===== src/rtl/osd_pkg.sv =====
package osd_pkg;
  localparam int unsigned ROWS     = 6;
  localparam int unsigned COLS     = 20;
  localparam int unsigned CELL_W   = 12;
  localparam int unsigned CELL_H   = 15;
  localparam int unsigned WORD_W   = 6;
  localparam int unsigned CODE_W   = 7;
  localparam int unsigned GLYPHS   = 96;
  localparam int unsigned HCNT_W   = 10;
  localparam int unsigned VCNT_W   = 10;
  localparam int unsigned POS_W    = 8;
  localparam int unsigned RAM_AW   = 8;
  localparam int unsigned OFF_W    = 5;

  localparam int unsigned ROW_W    = $clog2(ROWS);
  localparam int unsigned COL_W    = $clog2(COLS);
  localparam int unsigned PIX_W    = $clog2(CELL_W);
  localparam int unsigned GL_W     = $clog2(CELL_H);
  localparam int unsigned HALVES   = CELL_W / WORD_W;
  localparam int unsigned WPG      = CELL_H * HALVES;
  localparam int unsigned ROM_DEPTH = GLYPHS * WPG;
  localparam int unsigned ROM_AW   = $clog2(ROM_DEPTH);
  localparam int unsigned CELLS    = ROWS * COLS;
  localparam int unsigned IDX_W    = $clog2(CELLS);
  localparam int unsigned SEL_W    = $clog2(WORD_W);

  typedef struct packed {
    logic             draw;
    logic [ROW_W-1:0] row;
    logic [COL_W-1:0] col;
    logic [GL_W-1:0]  gLine;
    logic [PIX_W-1:0] pix;
  } osdPos_t;
endpackage


===== src/rtl/osd_glyph_rom.sv =====
module osd_glyph_rom
  import osd_pkg::*;
(
  input  logic [ROM_AW-1:0] addr,
  output logic [WORD_W-1:0] word
);
  // Test content: low address bits folded with the high ones
  always_comb begin
    if (int'(addr) < ROM_DEPTH)
      word = addr[WORD_W-1:0] ^ WORD_W'(addr >> WORD_W);
    else
      word = '0;
  end
endmodule


===== src/rtl/osd_ctrl.sv =====
module osd_ctrl
  import osd_pkg::*;
(
  input  logic             clk,
  input  logic             rstN,
  input  logic             hSync,
  input  logic             vSync,
  input  logic [POS_W-1:0] vertPos,
  input  logic [POS_W-1:0] horzPos,
  input  logic [1:0]       pixSize,
  output osdPos_t          pos
);
  logic [HCNT_W-1:0] hCnt;
  logic [VCNT_W-1:0] vCnt;
  logic hAct, vAct;
  logic [PIX_W-1:0] pixIdx;
  logic [COL_W-1:0] colIdx;
  logic [1:0]       subLn;
  logic [GL_W-1:0]  gLine;
  logic [ROW_W-1:0] rowIdx;

  logic hStart, vStart, lastPix, lastCol, lastSub, lastGl, lastRow;

  assign hStart  = (hCnt != '1) && ((hCnt + HCNT_W'(1)) == HCNT_W'(horzPos));
  assign vStart  = (vCnt != '1) && ((vCnt + VCNT_W'(1)) == VCNT_W'(vertPos));
  assign lastPix = pixIdx == PIX_W'(CELL_W - 1);
  assign lastCol = colIdx == COL_W'(COLS - 1);
  assign lastSub = subLn >= pixSize;
  assign lastGl  = gLine == GL_W'(CELL_H - 1);
  assign lastRow = rowIdx == ROW_W'(ROWS - 1);

  // Raster counters
  always_ff @(posedge clk) begin
    if (!rstN) begin
      hCnt <= '0;
      vCnt <= '0;
    end else begin
      if (hSync) hCnt <= '0;
      else if (hCnt != '1) hCnt <= hCnt + HCNT_W'(1);
      if (vSync) vCnt <= '0;
      else if (hSync && vCnt != '1) vCnt <= vCnt + VCNT_W'(1);
    end
  end

  // Horizontal cell walk
  always_ff @(posedge clk) begin
    if (!rstN) begin
      hAct   <= 1'b0;
      pixIdx <= '0;
      colIdx <= '0;
    end else if (hSync) begin
      hAct   <= (horzPos == '0);
      pixIdx <= '0;
      colIdx <= '0;
    end else if (hAct) begin
      if (lastPix) begin
        pixIdx <= '0;
        if (lastCol) hAct <= 1'b0;
        else colIdx <= colIdx + COL_W'(1);
      end else begin
        pixIdx <= pixIdx + PIX_W'(1);
      end
    end else if (hStart) begin
      hAct   <= 1'b1;
      pixIdx <= '0;
      colIdx <= '0;
    end
  end

  // Vertical row walk, one step per line
  always_ff @(posedge clk) begin
    if (!rstN) begin
      vAct   <= 1'b0;
      subLn  <= '0;
      gLine  <= '0;
      rowIdx <= '0;
    end else if (vSync) begin
      vAct   <= (vertPos == '0);
      subLn  <= '0;
      gLine  <= '0;
      rowIdx <= '0;
    end else if (hSync) begin
      if (vAct) begin
        if (lastSub) begin
          subLn <= '0;
          if (lastGl) begin
            gLine <= '0;
            if (lastRow) vAct <= 1'b0;
            else rowIdx <= rowIdx + ROW_W'(1);
          end else begin
            gLine <= gLine + GL_W'(1);
          end
        end else begin
          subLn <= subLn + 2'd1;
        end
      end else if (vStart) begin
        vAct   <= 1'b1;
        subLn  <= '0;
        gLine  <= '0;
        rowIdx <= '0;
      end
    end
  end

  always_comb begin
    pos.draw  = hAct & vAct;
    pos.row   = rowIdx;
    pos.col   = colIdx;
    pos.gLine = gLine;
    pos.pix   = pixIdx;
  end

  p_hcnt_restart_r2: assert property (@(posedge clk) disable iff (!rstN)
    hSync |=> hCnt == '0);
  p_line_restart_r3: assert property (@(posedge clk) disable iff (!rstN)
    vSync |=> vCnt == '0);
  p_line_step_r3: assert property (@(posedge clk) disable iff (!rstN)
    (hSync && !vSync && vCnt != '1) |=> vCnt == $past(vCnt) + VCNT_W'(1));
  p_cell_bounds_r4: assert property (@(posedge clk) disable iff (!rstN)
    pos.draw |-> (colIdx < COL_W'(COLS) && pixIdx < PIX_W'(CELL_W)
                  && gLine < GL_W'(CELL_H) && rowIdx < ROW_W'(ROWS)));
  p_window_end_r4: assert property (@(posedge clk) disable iff (!rstN)
    (hAct && lastPix && lastCol && !hSync) |=> !hAct);
  p_gline_hold_r5: assert property (@(posedge clk) disable iff (!rstN)
    (hSync && !vSync && vAct && subLn < pixSize) |=> gLine == $past(gLine));
endmodule


===== src/rtl/osd_dpath.sv =====
module osd_dpath
  import osd_pkg::*;
(
  input  logic              clk,
  input  logic              rstN,
  input  logic              ramWe,
  input  logic [RAM_AW-1:0] ramAddr,
  input  logic [CODE_W-1:0] ramData,
  input  osdPos_t           pos,
  output logic [ROM_AW-1:0] romAddr,
  input  logic [WORD_W-1:0] romWord,
  output logic              red,
  output logic              green,
  output logic              blue,
  output logic              blank
);
  logic [CODE_W-1:0] charMem [CELLS];
  logic [CODE_W-1:0] attrMem [ROWS];

  logic [ROW_W-1:0] wrRow;
  logic [OFF_W-1:0] wrOff;
  logic [IDX_W-1:0] wrIdx, rdIdx;
  logic [CODE_W-1:0] code, attr;
  logic half, codeOk, fgBit, bgEn;
  logic [PIX_W-1:0] bitPos;
  logic [SEL_W-1:0] selIdx;

  assign wrRow = ROW_W'(ramAddr >> OFF_W);
  assign wrOff = ramAddr[OFF_W-1:0];
  assign wrIdx = IDX_W'(wrRow) * IDX_W'(COLS) + IDX_W'(wrOff) - IDX_W'(1);

  always_ff @(posedge clk) begin
    if (ramWe && wrRow < ROW_W'(ROWS)) begin
      if (wrOff == '0)
        attrMem[wrRow] <= ramData;
      else if (wrOff <= OFF_W'(COLS))
        charMem[wrIdx] <= ramData;
    end
  end

  // Fetch: cell code, row attribute, glyph word, pixel bit
  assign rdIdx   = IDX_W'(pos.row) * IDX_W'(COLS) + IDX_W'(pos.col);
  assign code    = charMem[rdIdx];
  assign attr    = attrMem[pos.row];
  assign half    = pos.pix >= PIX_W'(WORD_W);
  assign bitPos  = half ? pos.pix - PIX_W'(WORD_W) : pos.pix;
  assign selIdx  = SEL_W'(WORD_W - 1) - SEL_W'(bitPos);
  assign romAddr = ROM_AW'(code) * ROM_AW'(WPG) + ROM_AW'(pos.gLine) * ROM_AW'(HALVES)
                 + ROM_AW'(half);
  assign codeOk  = code < CODE_W'(GLYPHS);
  assign fgBit   = pos.draw && codeOk && romWord[selIdx];
  assign bgEn    = attr[3];

  always_ff @(posedge clk) begin
    if (!rstN) begin
      {red, green, blue} <= 3'b000;
      blank <= 1'b0;
    end else if (fgBit) begin
      {red, green, blue} <= attr[2:0];
      blank <= 1'b1;
    end else if (pos.draw && bgEn) begin
      {red, green, blue} <= attr[6:4];
      blank <= 1'b1;
    end else begin
      {red, green, blue} <= 3'b000;
      blank <= 1'b0;
    end
  end

  p_dark_outside_r10: assert property (@(posedge clk) disable iff (!rstN)
    !pos.draw |=> ({red, green, blue} == 3'b000 && !blank));
  p_blank_covers_r11: assert property (@(posedge clk) disable iff (!rstN)
    !blank |-> {red, green, blue} == 3'b000);
  p_bad_code_r8: assert property (@(posedge clk) disable iff (!rstN)
    (pos.draw && !codeOk && !bgEn) |=> !blank);
endmodule


===== src/rtl/osd_gen.sv =====
module osd_gen
  import osd_pkg::*;
(
  input  logic              clk,
  input  logic              rstN,
  input  logic              hSync,
  input  logic              vSync,
  input  logic [POS_W-1:0]  vertPos,
  input  logic [POS_W-1:0]  horzPos,
  input  logic [1:0]        pixSize,
  input  logic              ramWe,
  input  logic [RAM_AW-1:0] ramAddr,
  input  logic [CODE_W-1:0] ramData,
  output logic              red,
  output logic              green,
  output logic              blue,
  output logic              blank
);
  osdPos_t           pos;
  logic [ROM_AW-1:0] romAddr;
  logic [WORD_W-1:0] romWord;

  osd_ctrl i_ctrl (
    .clk(clk), .rstN(rstN), .hSync(hSync), .vSync(vSync),
    .vertPos(vertPos), .horzPos(horzPos), .pixSize(pixSize), .pos(pos)
  );

  osd_glyph_rom i_rom (.addr(romAddr), .word(romWord));

  osd_dpath i_dpath (
    .clk(clk), .rstN(rstN), .ramWe(ramWe), .ramAddr(ramAddr), .ramData(ramData),
    .pos(pos), .romAddr(romAddr), .romWord(romWord),
    .red(red), .green(green), .blue(blue), .blank(blank)
  );
endmodule


===== config.mk =====
export PLATFORM = sky130hd
export DESIGN_NAME = osd_gen
export DESIGN_NICKNAME = d
export VERILOG_FILES = /design/src/rtl/osd_pkg.sv /design/src/rtl/osd_glyph_rom.sv /design/src/rtl/osd_ctrl.sv /design/src/rtl/osd_dpath.sv /design/src/rtl/osd_gen.sv
export SDC_FILE = /design/constraint.sdc
export NUM_CORES = 1
export LEC_CHECK = 0
export BUFFER_PORTS_ARGS = -buffer_cell sky130_fd_sc_hd__buf_2
export CAP_MARGIN = 0
export CORE_MARGIN = 2
export CORE_UTILIZATION = 30
export CTS_CLUSTER_SIZE = 24
export DETAILED_ROUTE_END_ITERATION = 10
export HOLD_SLACK_MARGIN = 0.06
export PLACE_DENSITY = 0.49
export SLEW_MARGIN = 20
export SYNTH_ARGS = -nofsm -noshare
export SYNTH_HDL_FRONTEND = slang
export SYNTH_SLANG_ARGS = --single-unit

===== constraint.sdc =====
create_clock -name clk -period 7.9 [get_ports clk]
set_clock_uncertainty 0.2 [all_clocks]
set_input_delay 0.395 -clock clk [delete_from_list [all_inputs] [get_ports clk]]
set_output_delay 0.395 -clock clk [all_outputs]
set_load 0.02 [all_outputs]

==> flow_metrics.tcl <==
set metrics [dict create \
    ys_ff_latch 929 \
    drc 0 \
    worstRegToRegCells 22 \
    core_sq_um 127700 \
    worstSetupEndpointType "flop" \
    place_congestion 0.8233 \
    met1_length_mm 42.18 \
    grt_pass1_wl_mm 140.4 \
    rsz0062_at_grt "no" \
    route.vias.total 19363 \
    grt_usage 0.1463 \
    clk_path_buf_depth 3 \
    grt_pass1_vias 20211 \
    fmax_ghz 0.1353 \
    max_stage_delay_ns 0.66 \
    start_util 0.3026 \
    seq_area_frac_synth 0.7097 \
    drtAntennaViolNets 0 \
    root_buffer "clkbuf_16" \
    cap_violations 0 \
    ir_drop_uv 142.1 \
    cts_resized 0 \
    wl_per_cell_um 24.54 \
    ys_types 65 \
    period_minus_slack_ns 7.391 \
    min_from "ramAddr[7]" \
    clock_sinks 929 \
    fill_cells 11848 \
    leakagePower_uw 0.01353 \
    gr-total-overflow 0 \
    critPathLaunchType "flop" \
    status "finished, final reports clean" \
    r2r_slack_ns 0.51 \
    synthFlopType "edfxtp_1" \
    port_buffers 41 \
    top_layer_used "met5" \
    first_pass_iters 5 \
    relSlewSlack 0.3095 \
    post_cts_buffers 0 \
    cts_buffers 100 \
    fin_nets 2267 \
    path_clk_slew_ns 0.06 \
    crit_chain "ha_4, buf_12, buf_4, mux4_2, mux4_2, nor2b_1, a211oi_1, buf_4, o31a_1, inv_1, fa_1, fa_1, ha_1, o21ai_0, a2111o_1, o211ai_2, nand2_1, o31ai_1, xor2_1, mux2i_1, a221o_1, mux2i_1" \
    dr_wl_met2_mm 45.88 \
    tns_ns 0 \
    r2r-start "i_ctrl.rowIdx[0]" \
    synthTopCellsByArea "edfxtp_1 69%, mux4_2 15%, dfxtp_1 2.4%, nor2_1 2.0%, ha_1 1.5%" \
    finalCritPeriodShare 0.9356 \
    die_w_um 362.9 \
    cp_max_fo 34 \
    slew_viol_final 0 \
    worstReg2RegEnd "i_dpath.green" \
    crit_arrival_ns 7.72 \
    drt_iter0_drc 1602 \
    finalSetupViolations 0 \
    p_per_area_nw_per_um2 231.0 \
    synth_area_leader_cell "edfxtp_1" \
    cpMaxStageDelayCell "ha_4" \
    critPathBufInv 4 \
    syn_area_sq_um 38640 \
    whs_path_depth 2 \
    routed_wl_mm 95.99 \
    synth_top_area_frac 0.6854 \
    ctsHoldBuffers 11 \
    htreeDepth 3 \
    viasPerCell 4.951 \
    cp.required_ns 8.23 \
    ys_async_sr_fraction 0 \
    path_class "flop to flop" \
    final_cell_mix "882 x edfxtp_1, 259 x mux4_2, 201 x nor2_1, 103 x clkbuf_16, 56 x inv_1" \
    grt_max_degree 91 \
    worstSkewPairLatency_ns 0.68 \
    worstMarginPinSlew_ns 1.036 \
    syn-mean-instance-area_sq_um 18.84 \
    place_hpwl_mm 60.99 \
    ios 42 \
    synth_warnings 0 \
    tritoncts "built" \
    synthToLayoutAreaGrowth_pct 14.89 \
    layout_commonest_cell "edfxtp_1" \
    syn-num-nets 2148 \
    drive_gt1_frac 0.2309 \
    synth_edf_count 882 \
    hold_path_end "i_dpath.attrMem[1][2]" \
    syn_inst 2051 \
    holdWs_ns 0.07769 \
    dr_wl_met3_mm 5.590 \
    hold_viol_final 0 \
    die-area_sq_um 131700 \
    hold_class "input pin to flop" \
    antenna_found_initial 5 \
    crit_family "compound AO/OA/AOI/OAI gates" \
    rows 131 \
    die_h_um 362.9 \
]
-- cells in the mapped netlist (28+ instances only) --
cell and number:
a211oi_1 32, nor2b_1 28, buf_2 31, mux4_2 259, xnor2_1 41, dfxtp_1 47, clkbuf_1 50, nand2_1 56
ha_1 45, a21oi_1 44, inv_1 56, mux2i_1 40, nor2_1 201, edfxtp_1 882
-- registers in the layout, indices dropped and copies added, names as in the netlist, named ones only --
name,flops
i_ctrl.hCnt,10
i_ctrl.colIdx,5
i_dpath.charMem,840
i_ctrl.vCnt,10
i_dpath.attrMem,42
i_dpath.red,1
i_ctrl.rowIdx,3
i_ctrl.vAct,1
i_ctrl.gLine,4
i_dpath.green,1
i_ctrl.subLn,2
i_ctrl.pixIdx,4
i_ctrl.hAct,1
i_dpath.blue,1
i_dpath.blank,1
-- layer usage --
metal | vias to the layer above | global-route usage
met5 | - | 0
met4 | 8 | 0.04402
met3 | 135 | 0.03204
met2 | 480 | 0.2359
met1 | 10219 | 0.1979
li1 | 8521 | -
-- worst max-delay path by stage --
stage,from,cells after the start,slack [ns],end
3_3_place_gp,i_ctrl.rowIdx[0],22,0.60,i_dpath.blue
6_report,i_ctrl.rowIdx[0],22,0.51,i_dpath.green
3_5_place_dp,i_ctrl.rowIdx[0],22,0.46,i_dpath.blue
2_1_floorplan,i_ctrl.rowIdx[0],24,0.95,i_dpath.blue
4_1_cts,i_ctrl.rowIdx[0],22,0.44,i_dpath.green
5_1_grt,i_ctrl.rowIdx[0],22,0.1,i_dpath.red
-- cells by family after synthesis --
kind of cell	Yosys count	share of synthesized area
simple gates	384	0.04530
xor+xnor	68	0.01726
fa+ha+maj	59	0.02182
mux	299	0.1613
compound gates	163	0.02823
buf+inv	149	0.01635
flops	929	0.7097
-- cell type report --
cell class / instances / area (sq um) / area share
antenna: 1 / 2.502 / 0.00005636
clock buffer: 124 / 2656 / 0.05983
clock inverter: 56 / 441.7 / 0.009948
inverter: 56 / 210.2 / 0.004735
multi-input combinational: 973 / 10670 / 0.2403
sequential: 929 / 27430 / 0.6179
tap: 1662 / 2079 / 0.04684
timing repair buffer: 110 / 905.9 / 0.02040
-- stage by stage --
stage               cell area, sq um  cells  power (uW)  utilization  setup WS (ns)
floorplan                      38640   2051        5712            -         0.9451
global placement               41180   3719        5909       0.3225         0.6012
finish                         44400   3911       10260       0.3477         0.5085
global route                   44400   3910       10600       0.3477        0.09597
CTS                            44390   3910       10380       0.3477         0.4353
detailed placement             41180   3719        5922       0.3225         0.4578
-- report_power, final --
group	switching, uW	total (uW)	internal (uW)	leakage, uW
clock network	1890	4440	2550	0.00152
registers	9.14	5440	5430	0.00831
logic	288	382	93.5	0.00370
total	2190	10300	8070	0.0135
-- worst reg2reg max path, delay by kind of cell (launching register included) --
kind | cells | cell delay, ns
flip-flops | 1 | 0.38
XOR/XNOR | 1 | 0.18
adder cells (fa/ha/maj) | 4 | 2.00
multiplexers | 4 | 1.10
buffers and inverters | 4 | 0.95
AND/OR/NAND/NOR | 2 | 0.31
AO/OA/AOI/OAI | 7 | 2.14
Note: power is estimated with default switching activity, not from simulation.
